`config.mk`:
```
export PLATFORM = sky130hd
export DESIGN_NAME = segdac_top
export DESIGN_NICKNAME = d
export VERILOG_FILES = /design/src/rtl/segdac_pkg.sv /design/src/rtl/segdac_ctrl.sv /design/src/rtl/segdac_path.sv /design/src/rtl/segdac_top.sv
export SDC_FILE = /design/constraint.sdc
export NUM_CORES = 1
export LEC_CHECK = 0
export ABC_AREA = 1
export BUFFER_PORTS_ARGS = -buffer_cell sky130_fd_sc_hd__buf_2
export CAP_MARGIN = 20
export CELL_PAD_IN_SITES_DETAIL_PLACEMENT = 1
export CELL_PAD_IN_SITES_GLOBAL_PLACEMENT = 1
export CORE_UTILIZATION = 40
export DETAILED_ROUTE_END_ITERATION = 6
export PLACE_DENSITY = 0.81
export SYNTH_ARGS = -nofsm -noshare
export SYNTH_HDL_FRONTEND = slang
export SYNTH_SLANG_ARGS = --single-unit
```
`constraint.sdc`:
```
create_clock -name clk -period 1.6 [get_ports clk]
set_input_delay 0.24 -clock clk [delete_from_list [all_inputs] [get_ports clk]]
set_output_delay 0.24 -clock clk [all_outputs]
set_load 0.01 [all_outputs]
```
`src/rtl/segdac_pkg.sv`:
```
package segdac_pkg;
  typedef struct packed {
    logic loadCode;
    logic useCal;
    logic writeCorr;
  } ctrlStb_t;
endpackage

```
`src/rtl/segdac_ctrl.sv`:
```
module segdac_ctrl (
  input  logic                  loadStb,
  input  logic                  calMode,
  input  logic                  wrEn,
  output segdac_pkg::ctrlStb_t  stb
);
  // loading is independent of the override mode
  always_comb begin
    stb.loadCode  = loadStb;
    stb.useCal    = calMode;
    stb.writeCorr = wrEn;
  end
endmodule

```
`src/rtl/segdac_path.sv`:
```
module segdac_path #(
  parameter int CODE_W    = 16,
  parameter int SEG_BITS  = 4,
  parameter int ADDR_BITS = 6,
  parameter int CORR_W    = 8
) (
  input  logic                           clk,
  input  logic                           rstN,
  input  segdac_pkg::ctrlStb_t           stb,
  input  logic [CODE_W-1:0]              codeIn,
  input  logic [CODE_W-1:0]              calCode,
  input  logic                           calExtraLsb,
  input  logic [CORR_W-1:0]              calCorr,
  input  logic [ADDR_BITS-1:0]           wrAddr,
  input  logic [CORR_W-1:0]              wrData,
  output logic [(1<<SEG_BITS)-2:0]       segEn,
  output logic [CODE_W-SEG_BITS-1:0]     ladderBits,
  output logic                           extraLsb,
  output logic [CORR_W-1:0]              corrCode
);
  localparam int SEG_N = (1 << SEG_BITS) - 1;
  localparam int LAD_W = CODE_W - SEG_BITS;
  localparam int DEPTH = 1 << ADDR_BITS;
  localparam logic [CORR_W-1:0] MID = CORR_W'(1) << (CORR_W - 1);

  logic [CODE_W-1:0]   codeReg;
  logic [CODE_W-1:0]   selCode;
  logic [CORR_W-1:0]   corrMem [DEPTH];
  logic [SEG_N-1:0]    segNext;
  logic [SEG_BITS-1:0] segVal;
  logic [ADDR_BITS-1:0] rdAddr;

  // held code register
  always_ff @(posedge clk) begin
    if (!rstN)             codeReg <= '0;
    else if (stb.loadCode) codeReg <= codeIn;
  end

  // trim table, mid-scale after reset
  always_ff @(posedge clk) begin
    if (!rstN) begin
      for (int i = 0; i < DEPTH; i++) corrMem[i] <= MID;
    end else if (stb.writeCorr) begin
      corrMem[wrAddr] <= wrData;
    end
  end

  assign selCode = stb.useCal ? calCode : codeReg;
  assign segVal  = selCode[CODE_W-1 -: SEG_BITS];
  assign rdAddr  = selCode[CODE_W-1 -: ADDR_BITS];

  // thermometer decode, filled from index 0
  for (genvar i = 0; i < SEG_N; i++) begin : g_therm
    assign segNext[i] = (segVal > SEG_BITS'(i));
  end

  always_ff @(posedge clk) begin
    if (!rstN) begin
      segEn      <= '0;
      ladderBits <= '0;
      extraLsb   <= 1'b0;
      corrCode   <= MID;
    end else begin
      segEn      <= segNext;
      ladderBits <= selCode[LAD_W-1:0];
      extraLsb   <= stb.useCal & calExtraLsb;
      corrCode   <= stb.useCal ? calCorr : corrMem[rdAddr];
    end
  end


  therm_count_chk: assert property (@(posedge clk) disable iff (!rstN)
    $past(rstN) |-> $countones(segEn) == int'($past(segVal)));

  therm_gapless_chk: assert property (@(posedge clk) disable iff (!rstN)
    (segEn & (segEn + 1'b1)) == '0);

  ladder_follow_chk: assert property (@(posedge clk) disable iff (!rstN)
    $past(rstN) |-> ladderBits == $past(selCode[LAD_W-1:0]));

  load_latency_chk: assert property (@(posedge clk) disable iff (!rstN)
    $past(rstN) && $past(rstN, 2) && $past(stb.loadCode, 2) && !$past(stb.useCal)
      |-> ladderBits == $past(codeIn[LAD_W-1:0], 2));

  cal_corr_chk: assert property (@(posedge clk) disable iff (!rstN)
    $past(rstN) && $past(stb.useCal) |-> corrCode == $past(calCorr));

  extra_off_chk: assert property (@(posedge clk) disable iff (!rstN)
    $past(rstN) && !$past(stb.useCal) |-> !extraLsb);
endmodule

```
`src/rtl/segdac_top.sv`:
```
module segdac_top #(
  parameter int CODE_W    = 16,
  parameter int SEG_BITS  = 4,
  parameter int ADDR_BITS = 6,
  parameter int CORR_W    = 8
) (
  input  logic                        clk,
  input  logic                        rstN,
  input  logic                        loadStb,
  input  logic [CODE_W-1:0]           codeIn,
  input  logic                        calMode,
  input  logic [CODE_W-1:0]           calCode,
  input  logic                        calExtraLsb,
  input  logic [CORR_W-1:0]           calCorr,
  input  logic                        wrEn,
  input  logic [ADDR_BITS-1:0]        wrAddr,
  input  logic [CORR_W-1:0]           wrData,
  output logic [(1<<SEG_BITS)-2:0]    segEn,
  output logic [CODE_W-SEG_BITS-1:0]  ladderBits,
  output logic                        extraLsb,
  output logic [CORR_W-1:0]           corrCode
);
  segdac_pkg::ctrlStb_t stb;

  segdac_ctrl u_ctrl (
    .loadStb (loadStb),
    .calMode (calMode),
    .wrEn    (wrEn),
    .stb     (stb)
  );

  segdac_path #(
    .CODE_W(CODE_W), .SEG_BITS(SEG_BITS), .ADDR_BITS(ADDR_BITS), .CORR_W(CORR_W)
  ) u_path (
    .clk         (clk),
    .rstN        (rstN),
    .stb         (stb),
    .codeIn      (codeIn),
    .calCode     (calCode),
    .calExtraLsb (calExtraLsb),
    .calCorr     (calCorr),
    .wrAddr      (wrAddr),
    .wrData      (wrData),
    .segEn       (segEn),
    .ladderBits  (ladderBits),
    .extraLsb    (extraLsb),
    .corrCode    (corrCode)
  );
endmodule

```
Word level (Yosys, flattened, before mapping) --
Memories as Yosys holds them, arrays and structs flattened. Cells that the tools add are included.
Operators by class: order comparisons 15, multiplexer cells 9, bitwise logic cells 1, reduce and logical (&&, ||, !) cells 1
Operators by type and width (count):
- 4-bit greater-than comparator (second input constant) | 7
- 4-bit by 3-bit greater-than comparator with 1-bit output (second input constant) | 4
- 16-bit 2-to-1 mux | 1
- 8-bit 2-to-1 mux | 2
- 4-bit by 1-bit greater-than comparator with 1-bit output (second input constant) | 2
- 4-bit by 2-bit greater-than comparator with 1-bit output (second input constant) | 2
- 8-bit OR reduction | 1
- 6-bit 2-to-1 mux | 1
- 1-bit 2-to-1 mux | 5
- 1-bit AND | 1
Storage, ports and cells: register bits 52, RAM bits 512, bits of input ports 60, output and inout bits 36, logic and storage cells 32, memories 1
Memories:
- u_path.corrMem | depth 64, width 8, read ports 1, clocked after memory_dff 0, write ports 64, line segdac_path.sv:28 | logic [CORR_W-1:0] corrMem [DEPTH];

Logic depth before layout (Yosys ltp) --
word-level depth 5, gate-level depth with buffers 15, gate-level depth less buffers 13

Hierarchy --
Synthesis repeated with hierarchy kept, for this count alone.
Second synthesis, totals: cell total of the unflattened synthesis 3172, area, all modules 27086.0 um2
Modules (own cells, without submodules):
- segdac_path | instances 1, cells each 3169, area an instance 27063.5 um2
- segdac_ctrl | instances 1, cells each 3, area an instance 22.5 um2

Worst setup path after synthesis --
No wires, ideal clock.
kind flip-flop to flip-flop, start point register u_path.codeReg[10], end point register u_path.corrCode[6], library setup time 0.117 ns, data arrival time 1.416 ns, required time 1.483 ns, path slack 0.067 ns, stages on the path, launching flop included 14, path buffers 2, period minus slack after synthesis 1.533 ns, cell sequence dfxtp_1 > nand2_1 > nand2_1 > buf_2 > buf_2 > nand2_1 > nand3_1 > nand2_1 > nand2_1 > nand2_1 > o21ai_1 > nand3_1 > nor2_1 > nor2_1
On the way: longest elaborated chain between the ends 3
Ends and longest elaborated chain:
- from (decl) | line segdac_path.sv:26 | logic [CODE_W-1:0] codeReg;
- from (signal assigned) | line segdac_path.sv:36 | else if (stb.loadCode) codeReg <= codeIn;
- 16-bit 2-to-1 mux | line segdac_path.sv:48 | assign selCode = stb.useCal ? calCode : codeReg;
- memory read 64 x 8 bit
- 8-bit 2-to-1 mux | line segdac_path.sv:67 | corrCode <= stb.useCal ? calCorr : corrMem[rdAddr];
- to (signal assigned) | line segdac_path.sv:67
- to (decl) | line segdac_path.sv:19 | output logic [CORR_W-1:0] corrCode
Every way passes these cells. A chain may end at the register's enable or synchronous reset.

Final worst setup path --
start point register u_path.codeReg[10], end point register u_path.corrCode[0]
The elaborated chain is that of the path after synthesis.

==> results.json <==
{
  "synth.area.mux_share_pct": 0,
  "switching_share_pct": 27.8,
  "clock_skew_ps": 25.0,
  "drc": 0,
  "fmax_mhz": 439,
  "seqPwrFrac_pct": 46.2,
  "seq_area_frac_synth_pct": 59.9,
  "core_area_um2": 67500,
  "seqCellArea_um2": 16400,
  "crit_slowest_cell": "dfxtp_2",
  "synth_top_family_by_area": "simple AND/OR/NAND/NOR gates",
  "initial_core_util_pct": 40.6,
  "grtUsageTotal_pct": 29.6,
  "die-width_um": 264,
  "gp_congestion": 0.902,
  "area_delta_synth_final_pct": 26.2,
  "critical_path_class": "reg -> reg",
  "ys_types": 24,
  "worstPathArrival_ps": 2770,
  "clock_latency_ps": 650,
  "die_area_um2": 69600,
  "root_buffer": "clkbuf_16",
  "overflow": 0,
  "hpwl_um": 63000,
  "worst_pin_slew_ps": 631,
  "cp_cell_sequence": "buf_6, nand2_8, buf_16, buf_16, buf_4, nand3_1, nand3_1, nand2_1, nand2_1, nand2_1, o21ai_2, nand3_1, nor2_1, nor2_1",
  "hp-class": "in -> reg",
  "clk_pin_slew_ps": 60,
  "synth-seq-cells": 564,
  "synth_common_cells": "nand2_1 (848), nor2_1 (589), inv_1 (548), edfxtp_1 (512), nand3_1 (354)",
  "outcome": "complete, but fails checks",
  "grt_pass1_vias": 26400,
  "hold_violations": 0,
  "antenna_found_initial": 4,
  "die_y_um": 264,
  "h-tree-depth": 3,
  "p_per_area_nw_per_um2": 1070,
  "synth_fp_nets": 3305,
  "fin_nets": 3647,
  "p_comb_share_pct": 14.8,
  "ys_warn_count": 0,
  "crit_family": "simple AND/OR/NAND/NOR gates",
  "drt_pre_antenna_iters": 6,
  "wl_um": 107000,
  "finalMaxSlewViolations": 0,
  "yosys.area_share.simple_pct": 27.8,
  "p_int_uw": 26700,
  "finalCriticalPeriod_ps": 2280,
  "design_area_um2": 34600,
  "synth_compound_area_share_pct": 1.55,
  "yosysTopAreaCellShare_pct": 56.1,
  "setup_viol": 8,
  "synth_xor_area_share_pct": 0,
  "synth_area_leaders": "edfxtp_1 (56%), nand2_1 (12%), nor2_1 (8.1%), inv_1 (7.5%), nand3_1 (6.5%)",
  "grt_pass1_wl_um": 156000,
  "min_period_over_period_pct": 142,
  "synth_most_common_cell": "nand2_1",
  "syn_avg_cell_area_um2": 8.44,
  "critPathMaxFanout": 9,
  "cap_violations": 0,
  "crit_required_ps": 2090,
  "place_area_um2": 31200,
  "num_vias": 24800,
  "ant_nets": 0,
  "relSlewSlack_pct": 57.9,
  "synth-main-ff-cell": "edfxtp_1",
  "cp-start-kind": "register",
  "rsz0062_at_grt": "true",
  "drive_above_1_share_pct": 17.1,
  "leakagePower_uw": 0.0158,
  "max_stage_delay_ps": 330,
  "multi_input_area_um2": 8480,
  "fill_cells": 7764,
  "violations": "negative setup slack",
  "io_buffers": 95,
  "crit_path_end_kind": "register",
  "wl_per_cell_um": 23.6,
  "fin_total_pwr_uw": 37100,
  "clock-sinks": 564,
  "synth-edff-count": 512,
  "cp.buffers_inverters": 4,
  "cts_tree": "yes",
  "clkPwrFrac_pct": 39.1,
  "syn_area_um2": 27400,
  "cts_buffers": 66,
  "finalWorstSetupSlack_ps": -678,
  "first_iter_violations": 3080,
  "synth_adder_area_share_pct": 0,
  "cts_buffer_depth": 3,
  "syn_inst": 3245,
  "synth_top_area_cell": "edfxtp_1",
  "rows": 95,
  "avgViaCountPerCell": 5.50,
  "power_switching_uw": 10300,
  "async_reset_ff_share_pct": 0,
  "grt_max_degree": 65,
  "io_pins": 96,
  "ir_drop_v": 0.000686
}
flip-flops by register name, indices dropped and copies added, names as in the netlist:
register / flops
u_path.corrMem: 512
u_path.corrCode: 8
u_path.extraLsb: 1
u_path.segEn: 15
u_path.codeReg: 16
u_path.ladderBits: 12
cells by family after synthesis:
family                 after synthesis
and+or+nand+nor                   1860
buffers and inverters              738
DFF                                564
AOI/OAI and AO/OA                   83
cell type report:
class / count / area share (%)
Multi-Input combinational cell: 1944 / 24.5
Clock inverter: 26 / 0.565
Tap cell: 873 / 3.16
Inverter: 561 / 6.09
Antenna cell: 1 / 0.00724
Sequential cell: 564 / 47.5
Clock buffer: 92 / 5.18
Timing Repair Buffer: 450 / 13.0
worst reg2reg max path: stages (launching register included):
cell	delay, ps
dfxtp_2	330
buf_6	130
nand2_8	150
buf_16	220
buf_16	170
buf_4	140
nand3_1	90
nand3_1	110
nand2_1	70
nand2_1	80
nand2_1	80
o21ai_2	250
nand3_1	120
nor2_1	150
nor2_1	70
power by group through the flow:
stage	sequential (µW)	combinational (µW)	clock [µW]
final	17100	5470	14500
after global routing	17200	5760	15100
after CTS	17100	5100	14500
after detailed placement	17400	4570	0
after global placement	17300	4430	0
after floorplan	17300	2420	0
per-stage QoR:
step	hold WS (ps)	setup WS, ps	util, %	cells	TNS, ps
floorplan	352	67.3	-	3245	0
global route	64.0	-782	51.2	4511	-5270
global placement	424	-810	46.2	4323	-186810
finish	42.4	-678	51.2	4511	-4800
CTS	6.99	-510	50.7	4498	-3780
detailed placement	429	-928	46.2	4323	-244810
per-layer routing:
metal,GRT usage (%),routed length [µm],vias to the layer above
met5,0.0693,28,-
met4,17.3,6070,4
met3,5.33,9270,367
met2,50.8,51900,1321
met1,34.9,39300,12300
li1,-,-,10800
worst paths after layout:
check                           slack, ps  depth (start not counted)                  to               start
worst min register to register        460                          2   u_path.codeReg[9]   u_path.codeReg[9]
worst max-delay path                 -680                         14  u_path.corrCode[0]  u_path.codeReg[10]
worst min-delay path                   40                          3  u_path.corrCode[3]          calCorr[3]
worst max register to register       -680                         14  u_path.corrCode[0]  u_path.codeReg[10]
layout by cell type, fill, tap and decap left out, drive strengths merged, types with 2 or more instances in the layout:
cell | Yosys | routed
clkinvlp | 0 | 3
nand2 | 850 | 851
nand3 | 354 | 354
nor2 | 591 | 591
clkbuf | 81 | 97
nor3 | 15 | 15
or2 | 2 | 2
dlygate4sd3 | 0 | 27
a21oi | 9 | 9
inv | 560 | 564
nand3b | 40 | 40
bufbuf | 0 | 2
buf | 96 | 416
clkinv | 1 | 19
o21ai | 73 | 73
dfxtp | 52 | 52
edfxtp | 512 | 512
nand4 | 8 | 8
timing repair:
item                                   4_1_cts  5_1_grt
pin swaps                                   24       25
resized for setup                           79       45
endpoints found under the hold margin       27        0
buffers inserted                            19        9
setup endpoints to repair                    8       46
hold buffers                                27        0
gates cloned                                11        5
No activity file was read; power rests on OpenSTA's default activity.
